===== src/rtl/bdring_pkg.sv =====
package bdring_pkg;
  localparam int ST_OWN  = 15;
  localparam int ST_WRAP = 13;
  localparam int ST_LAST = 11;
  localparam int ST_CRC  = 10;

  typedef struct packed {
    logic [15:0] st;
    logic [15:0] len;
    logic [31:0] addr;
  } desc_t;

  typedef enum logic [2:0] {S_IDLE, S_RD, S_CHK, S_TX, S_RX, S_WB} eng_state_t;
endpackage


===== src/rtl/bdring_mem.sv =====
module bdring_mem #(
  parameter int AW = 4,
  parameter int DW = 64
) (
  input  logic          clk,
  input  logic          we,
  input  logic [AW-1:0] waddr,
  input  logic [DW-1:0] wdata,
  input  logic [AW-1:0] raddr_a,
  output logic [DW-1:0] rdata_a,
  input  logic [AW-1:0] raddr_b,
  output logic [DW-1:0] rdata_b
);
  localparam int DEPTH = 1 << AW;
  logic [DW-1:0] ram [DEPTH];

  always_ff @(posedge clk) begin
    if (we) ram[waddr] <= wdata;
    rdata_a <= ram[raddr_a];
    rdata_b <= ram[raddr_b];
  end
endmodule


===== src/rtl/bdring_idx.sv =====
module bdring_idx #(
  parameter int AW = 4
) (
  input  logic          clk,
  input  logic          clr,
  input  logic          adv,
  input  logic          wrap,
  output logic [AW-1:0] idx
);
  always_ff @(posedge clk) begin
    if (clr)      idx <= '0;
    else if (adv) idx <= wrap ? '0 : idx + 1'b1;
  end

  // consuming a ring-end descriptor returns the index to zero
  a_r7_wrap_to_zero: assert property (@(posedge clk) disable iff (clr)
    (adv && wrap) |=> (idx == '0));
endmodule


===== src/rtl/bdring_seq.sv =====
module bdring_seq
  import bdring_pkg::*;
#(
  parameter int AW        = 4,
  parameter int BUF_SIZE  = 1520,
  parameter int MAX_FRAME = 1518,
  parameter int START_BIT = 24
) (
  input  logic          clk,
  input  logic          rst,
  input  logic          en,
  input  logic [AW-1:0] rx_start,
  input  logic [AW-1:0] tx_start,
  input  logic          act_rx_wr,
  input  logic          act_tx_wr,
  input  logic [31:0]   act_wdata,
  input  logic          sw_we,
  input  logic [AW-1:0] sw_addr,
  input  logic [63:0]   sw_wdata,
  output logic [63:0]   sw_rdata,
  output logic          rx_active,
  output logic          tx_active,
  output logic          tx_req,
  output logic [31:0]   tx_addr,
  output logic [15:0]   tx_len,
  output logic          tx_last,
  output logic          tx_crc,
  input  logic          tx_ack,
  input  logic [3:0]    tx_retry,
  output logic          rx_ready,
  output logic [31:0]   rx_addr,
  input  logic          rx_valid,
  input  logic [15:0]   rx_len,
  input  logic [5:0]    rx_err
);
  localparam logic [15:0] BUF_LIM   = 16'(BUF_SIZE);
  localparam logic [15:0] FRAME_LIM = 16'(MAX_FRAME);
  localparam int NDIR = 2;  // index 0 receive, 1 transmit

  eng_state_t    state;
  logic          cur_tx;
  desc_t         desc_q, wb_q;
  logic [63:0]   eng_rdata;
  logic [AW-1:0] ring_idx [NDIR];
  logic [NDIR-1:0] ring_adv;
  logic          ring_clr;
  logic [AW-1:0] eng_addr;
  logic          eng_we;
  logic          mem_we;
  logic [AW-1:0] mem_waddr;
  logic [63:0]   mem_wdata;
  logic          rx_set, tx_set, rx_drop, tx_drop;
  desc_t         rd_desc;

  assign rd_desc  = desc_t'(eng_rdata);
  assign ring_clr = rst | ~en;
  assign eng_addr = cur_tx ? tx_start + ring_idx[1] : rx_start + ring_idx[0];
  assign eng_we   = (state == S_WB) && !sw_we;
  assign mem_we   = sw_we | eng_we;
  assign mem_waddr = sw_we ? sw_addr : eng_addr;
  assign mem_wdata = sw_we ? sw_wdata : wb_q;

  bdring_mem #(.AW(AW), .DW(64)) u_mem (
    .clk(clk), .we(mem_we), .waddr(mem_waddr), .wdata(mem_wdata),
    .raddr_a(sw_addr), .rdata_a(sw_rdata),
    .raddr_b(eng_addr), .rdata_b(eng_rdata)
  );

  assign ring_adv = {eng_we & cur_tx, eng_we & ~cur_tx};

  for (genvar g = 0; g < NDIR; g++) begin : g_ring
    bdring_idx #(.AW(AW)) u_idx (
      .clk(clk), .clr(ring_clr), .adv(ring_adv[g]),
      .wrap(wb_q.st[ST_WRAP]), .idx(ring_idx[g])
    );
  end

  // poll register writes; a start in the same cycle beats a drop
  assign rx_set  = act_rx_wr && act_wdata[START_BIT];
  assign tx_set  = act_tx_wr && act_wdata[START_BIT];
  assign rx_drop = (state == S_CHK) && !cur_tx && !rd_desc.st[ST_OWN];
  assign tx_drop = (state == S_CHK) &&  cur_tx && !rd_desc.st[ST_OWN];

  always_ff @(posedge clk) begin
    if (ring_clr) begin
      rx_active <= 1'b0;
      tx_active <= 1'b0;
    end else begin
      rx_active <= rx_set | (rx_active & ~rx_drop);
      tx_active <= tx_set | (tx_active & ~tx_drop);
    end
  end

  always_ff @(posedge clk) begin
    if (ring_clr) begin
      state  <= S_IDLE;
      cur_tx <= 1'b0;
      desc_q <= '0;
      wb_q   <= '0;
    end else begin
      case (state)
        S_IDLE: begin
          if (tx_active) begin
            cur_tx <= 1'b1;
            state  <= S_RD;
          end else if (rx_active) begin
            cur_tx <= 1'b0;
            state  <= S_RD;
          end
        end
        S_RD: state <= S_CHK;
        S_CHK: begin
          desc_q <= rd_desc;
          if (rd_desc.st[ST_OWN]) state <= cur_tx ? S_TX : S_RX;
          else                    state <= S_IDLE;
        end
        S_TX: begin
          if (tx_ack) begin
            wb_q           <= desc_q;
            wb_q.st[ST_OWN] <= 1'b0;
            wb_q.st[5:2]   <= tx_retry;
            state          <= S_WB;
          end
        end
        S_RX: begin
          if (rx_valid) begin
            wb_q.addr     <= desc_q.addr;
            wb_q.len      <= (rx_len > BUF_LIM) ? BUF_LIM : rx_len;
            wb_q.st       <= {1'b0, desc_q.st[14:6],
                              rx_err[5] | (rx_len > FRAME_LIM), rx_err[4:0]};
            state         <= S_WB;
          end else if (tx_active) begin
            state <= S_IDLE;
          end
        end
        S_WB: if (!sw_we) state <= S_IDLE;
        default: state <= S_IDLE;
      endcase
    end
  end

  assign tx_req   = (state == S_TX);
  assign tx_addr  = desc_q.addr;
  assign tx_len   = desc_q.len;
  assign tx_last  = desc_q.st[ST_LAST];
  assign tx_crc   = desc_q.st[ST_CRC];
  assign rx_ready = (state == S_RX);
  assign rx_addr  = desc_q.addr;

  // a start write turns polling on
  a_r2_start_sets_active: assert property (@(posedge clk) disable iff (rst)
    (en && act_tx_wr && act_wdata[START_BIT]) |=> tx_active);
  // an offered transmit buffer stays put until acknowledged
  a_r3_req_held: assert property (@(posedge clk) disable iff (rst || !en)
    (tx_req && !tx_ack) |=> (tx_req && $stable(tx_addr) && $stable(tx_len)));
  // a write-back never hands ownership back to the engine
  a_r4_wb_releases: assert property (@(posedge clk) disable iff (rst)
    eng_we |-> !mem_wdata[48 + ST_OWN]);
  // disable clears both rings
  a_r9_disable_clears: assert property (@(posedge clk) disable iff (rst)
    !en |=> (!tx_active && !rx_active && !tx_req && !rx_ready));
  // only one side is served at a time
  a_r10_one_side: assert property (@(posedge clk) disable iff (rst)
    $onehot0({tx_req, rx_ready}));
  // a pending write-back waits for the software write
  a_r11_sw_first: assert property (@(posedge clk) disable iff (rst || !en)
    (state == S_WB && sw_we) |=> (state == S_WB));
endmodule


===== config.mk =====
export PLATFORM = sky130hd
export DESIGN_NAME = bdring_seq
export DESIGN_NICKNAME = d
export VERILOG_FILES = /design/src/rtl/bdring_pkg.sv /design/src/rtl/bdring_mem.sv /design/src/rtl/bdring_idx.sv /design/src/rtl/bdring_seq.sv
export SDC_FILE = /design/constraint.sdc
export NUM_CORES = 2
export LEC_CHECK = 0
export BUFFER_PORTS_ARGS = -buffer_cell sky130_fd_sc_hd__buf_2
export CAP_MARGIN = 15
export CORE_ASPECT_RATIO = 1.25
export CORE_MARGIN = 1
export CORE_UTILIZATION = 55
export DETAILED_ROUTE_END_ITERATION = 7
export PLACE_DENSITY = 0.76
export SYNTH_ARGS = -nofsm -noshare
export SYNTH_HDL_FRONTEND = slang
export SYNTH_SLANG_ARGS = --single-unit

===== constraint.sdc =====
create_clock -name clk -period 7.1 [get_ports clk]
set_input_delay 2.13 -clock clk [delete_from_list [all_inputs] [get_ports clk]]
set_output_delay 2.13 -clock clk [all_outputs]
set_load 0.01 [all_outputs]

==> Word-level counts from Yosys, hierarchy flattened <==
Memory sizes are Yosys's and may differ from the RTL's. A register that Yosys moved wholly into a read port is not among the register bits.
Cells that the tools add are included.
{ "word_totals": {"word_cells": 80, "n_memories": 1, "mem_bits_rw": 1024, "regBits": 141, "output_inout_bits": 150, "inputBits": 142} }
{ "memory_table": {"columns": ["memory", "words", "width", "read_ports", "rd_clocked_by_memory_dff", "wr", "line_no", "text"], "rows": [
  ["u_mem.ram", 16, 64, 2, 2, 1, "bdring_mem.sv:15", "logic [DW-1:0] ram [DEPTH];"]
]} }
{ "op_classes": {"n_reduce_logical": 16, "bitwise_logic": 13, "add_sub_neg": 4, "n_eq_ne": 10, "order_cmp": 2, "mux": 22} }
{ "ops": {"columns": ["operator", "count"], "rows": [
  ["$mux W64", 3],
  ["$pmux W64 S2", 1],
  ["$gt A16 B11 Y1 const B", 2],
  ["$mux W3", 8],
  ["$pmux W3 S6", 1],
  ["$mux W16", 1],
  ["$mux W4", 4],
  ["$add A4 B1 Y4 const B", 2],
  ["$add A4 B4 Y4", 2],
  ["$logic_and A1 B1 Y1", 7],
  ["$eq A3 B2 Y1 const B", 2],
  ["$eq A3 B3 Y1 const B", 2],
  ["$or A1 B1 Y1", 5],
  ["$and A1 B1 Y1", 4],
  ["$mux W1", 4],
  ["$ne A2 B1 Y1 const B", 2],
  ["$not A1 Y1", 4],
  ["$reduce_and A4 Y1", 1],
  ["$reduce_bool A2 Y1", 2],
  ["$eq A3 B1 Y1 const B", 1],
  ["$logic_not A1 Y1", 3],
  ["$logic_not A3 Y1", 1],
  ["$ne A3 B2 Y1 const B", 1],
  ["$ne A3 B3 Y1 const B", 1],
  ["other kinds (3)", 3]
]} }

==> Longest topological paths before layout <==
{ "depth": {"word_depth": 6, "mapped_depth": 10, "ltp_nobuf": 7} }

==> Cells and area by module <==
Synthesis repeated with hierarchy kept, for this count alone.
{ "unflattened": {"cells_unflattened": 3086, "hier_area_um2": 55170.4} }
{ "by_module_without_submodules": {"columns": ["module", "area_each_um2", "instances", "cells_per_inst", "seq_area_each_um2"], "rows": [
  ["bdring_mem", 48281.3, 1, 2247, 33311.9],
  ["bdring_seq", 6526.3, 1, 797, 2562.5],
  ["bdring_idx", 181.4, 2, 21, 80.1]
]} }

==> Worst setup path before layout <==
No wires, ideal clock.
{ "synth_timing": {"path_type": "input-to-reg", "startpoint": "in rx_start[0]", "endpoint": "mem u_mem.ram[13][0] (enable)", "stages": 8, "setup_ns": 0.487, "arrival_ns": 6.478, "path_buffers": 2, "t_required_ns": 6.613, "setup_slack_ns": 0.135, "path_cell_list": "ha_1 fa_1 xnor2_1 mux2_2 clkbuf_1 clkbuf_1 o31a_1 nor2_1"} }
{ "synth_via": {"elab_chain_cells": 3} }
{ "synth_lines": {"columns": ["item", "line_no", "text"], "rows": [
  ["from (decl)", "bdring_seq.sv:12", "input logic [AW-1:0] rx_start,"],
  ["$add A4 B4 Y4", "bdring_seq.sv:57", "assign eng_addr = cur_tx ? tx_start + ring_idx[1] : rx_start + ring_idx[0];"],
  ["$mux W4", "bdring_seq.sv:57", null],
  ["$mux W4", "bdring_seq.sv:60", "assign mem_waddr = sw_we ? sw_addr : eng_addr;"],
  ["to (decl)", "bdring_mem.sv:15", null]
]} }
Every way passes these cells.

==> Final worst setup path <==
{ "layout_timing": {"startpoint": "in tx_start[2]", "endpoint": "mem u_mem.ram[6][51] (enable)"} }
{ "layout_via": {"elab_chain_cells": 3} }
{ "layout_lines": {"columns": ["item", "line_no", "text"], "rows": [
  ["from (decl)", "bdring_seq.sv:13", "input logic [AW-1:0] tx_start,"],
  ["$add A4 B4 Y4", "bdring_seq.sv:57", null],
  ["$mux W4", "bdring_seq.sv:57", null],
  ["$mux W4", "bdring_seq.sv:60", null]
]} }
Every way passes these cells.

==> impl_metrics.csv <==
group,metric,value,unit
outcome,outcome,"finished, final reports clean",
setup_path,cpMostUsedCell,"a21oi_1",
routing,drc_errors,0,
setup_path,r2r-start,"cur_tx$_SDFFE_PP0P_",
setup_path,ff2ff_setup_slack,2.95,ns
routing,num_vias,31698,
sta,hold_viol_final,0,
global_route,grt_max_degree,129,
routing,post_drt_wl_per_cell,31.2,um
cts,hold_buffers,0,
pwr,power_density,265,mW/mm2
yosys,netlist_area,0.0553,mm2
finish,areaGrowthSynthToFinish,11.5,%
placed_design,port_buffers,260,
finish,n_antenna_cell,0,
finish,drive_gt1_share,35.8,%
setup_path,cp_slowest_stage_delay,0.77,ns
sta,fin_hold_ws,0.435,ns
global_route,overflow,0,
cts,ctsResizeCount,0,
routing,wl_met3,15.7,mm
floorplan,die_h,357,um
sta,fin_setup_tns,0,ns
yosys,yosysWarningCount,0,
floorplan,core_area,0.0993,mm2
placed_design,dp_slack,1.37,ns
setup_path,crit_required,7.47,ns
yosys,synth-seq-cells,1284,
setup_path,critical_path_class,"in2reg",
run,maxCapViolations,0,
sta,skew,0.0379,ns
placed_design,hpwl,77.9,mm
routing,totalWireLength,144,mm
yosys,synthDistinctLibCells,55,
pwr,total_power,0.0164,W
sta,fin_crit_sh,71.0,%
global_route,grt_usage,28.6,%
setup_path,crit_slowest_cell,"and4_4",
routing,wl_met2,71.8,mm
routing,drt-met1-wl,51.2,mm
sta,relSlewSlack,19.5,%
pwr,peakVddDrop,0.268,mV
sta,worst_pin_slew,1.21,ns
hold_path,hold_path.class,"reg2reg",
cts,clk_pin_slew_worst_paths,0.07,ns
finish,nets,3346,
floorplan,io_pins,292,
placed_design,gp_congestion,0.772,
yosys,netlist_instances,3054,
floorplan,initial_core_util,55.7,%
setup_path,crit_path_start,"tx_start[2]",
yosys,synth_flop_cell,"edfxtp_1",
floorplan,die-area,0.102,mm2
global_route,grt_pass1_wl,213,mm
global_route,grt_pass1_vias,33102,
routing,drtAntennaViolNets,0,
yosys,synth_nets,3206,
sta,drv_slew,0,
sta,setup_ws,2.06,ns
setup_path,worstPathArrival,5.41,ns
cts,cts_post_setup_buffers_inserted,0,
setup_path,path_cells,"buf_2 > ha_1 > a21oi_1 > a211o_1 > and4_4 > a21oi_1 > nor2_4 > buf_4",
sta,period_minus_slack,5.04,ns
floorplan,row_count,129,
hold_path,hp-start,"u_mem.rdata_b[20]$_DFF_P_",
cts,htree_levels,3,
pwr,leakagePower,20.1,nW
routing,drt_iter0_drc,3906,
setup_path,setup.worst_path.start_class,"input port",
cts,insertion_delay,0.73,ns
sta,setup_viol,0,
cts,cts_buffer_depth,3,
yosys,synth_edf_count,1024,
global_route,antenna_found_initial,1,
sta,max_freq,198,MHz
yosys,async_flop_share,0,%
cts,cts_buffers,118,
routing,dr.pass1.iters,5,
routing,top_layer,"met5",
cts,clock-sinks,1284,
routing,vias_per_cell,6.88,
sta,rsz0062_at_grt,"false",
yosys,seq_area_frac_synth,65.0,%
setup_path,crit_path_end_kind,"register",
cts,cts_tree,"yes",
floorplan,die_w,286,um
setup_path,path_max_fanout,51,
yosys,avgSynthCellArea,18.1,um2
cts,cts_root_buf,"clkbuf_16",
## sequential cells by signal, summed over array words and instances, names as in the netlist
signal            cells
tx_len               16
u_mem.rdata_b        60
tx_last               1
tx_crc                1
state                 3
u_mem.ram          1024
cur_tx                1
g_ring.u_idx.idx      8
wb_q                 63
tx_active             1
desc_q                9
rx_addr              32
rx_active             1
u_mem.rdata_a        64
## layout make-up
| class | instances | area (um2) |
|---|---|---|
| inverter | 10 | 37.5 |
| tap | 1310 | 1640 |
| sequential | 1284 | 36000 |
| clock buffer | 147 | 3130 |
| fill | 6730 | 37600 |
| clock inverter | 78 | 1040 |
| timing repair buffer | 326 | 2000 |
| multi-input combinational | 1454 | 17900 |
## cell usage in the layout, fill, tap and decap left out, drive strengths merged, types with 6 or more instances in the layout
cell type     n
a211o         6
a211oi       62
a21oi       128
a311oi        6
a31oi        65
and2         63
buf         326
bufinv       20
clkbuf      147
clkinv       44
clkinvlp      8
dfxtp       260
edfxtp     1024
ha            8
inv          16
mux2         65
mux4        560
nand2       355
nand3        12
nor2         46
nor2b         6
nor3         13
## metal layers
metal  vias to the layer above  track usage, %
met5                         -               0
met4                         2            10.7
met3                       339            6.50
met2                      2165            47.5
met1                     16582            37.2
li1                      12610               -
## Yosys cell counts, drive strengths merged, types with 6 or more instances
master	count	area (um2)
a211o	6	52.6
and2	63	394
nand2	355	1330
nand3	12	60.1
mux2	65	732
ha	8	100
edfxtp	1024	30700
nor2b	6	37.5
inv	10	37.5
dfxtp	260	5200
nor2	46	173
a211oi	62	465
clkbuf	115	432
a21oi	128	641
mux4	560	12600
buf	191	1190
nor3	13	85.1
a31oi	65	422
a311oi	6	52.6
## critical path, delay by kind of cell
family	cells	cell delay (ns)
simple gates	2	1.48
compound gates	3	0.83
buf+inv	2	0.58
fa+ha+maj	1	0.35
## through the flow
stage | util, % | instances | cell area (um2)
6_report | 62.1 | 4609 | 61700
2_1_floorplan | - | 3054 | 55300
4_1_cts | 62.1 | 4609 | 61700
5_1_grt | 62.1 | 4609 | 61700
3_3_place_gp | 58.0 | 4384 | 57500
3_5_place_dp | 58.0 | 4384 | 57500
## power breakdown
part           internal, W  switching, W  total (W)
sequential         0.00830     0.0000866    0.00838
combinational     0.000530      0.000689    0.00122
clock              0.00389       0.00287    0.00676
## final timing paths
path,cells past startpoint,endpoint
worst min register to register,2,rx_addr[20]$_SDFFE_PP0P_
worst min-delay path,2,rx_addr[20]$_SDFFE_PP0P_
worst max-delay path,8,u_mem.ram[6][51]$_DFFE_PP_
worst max register to register,6,u_mem.ram[6][51]$_DFFE_PP_
## kinds of logic (layout without fill, tap and decap cells)
logic type,after synthesis,in the layout,synth area share [%]
AO/OA/AOI/OAI,293,293,3.38
XOR/XNOR,4,4,0.0634
adder cells (fa/ha/maj),10,10,0.253
buffers and inverters,316,561,3.00
flip-flops,1284,1284,65.0
multiplexers,630,630,24.2
AND/OR/NAND/NOR,517,517,4.08
Note: power is estimated with default switching activity, not from simulation.
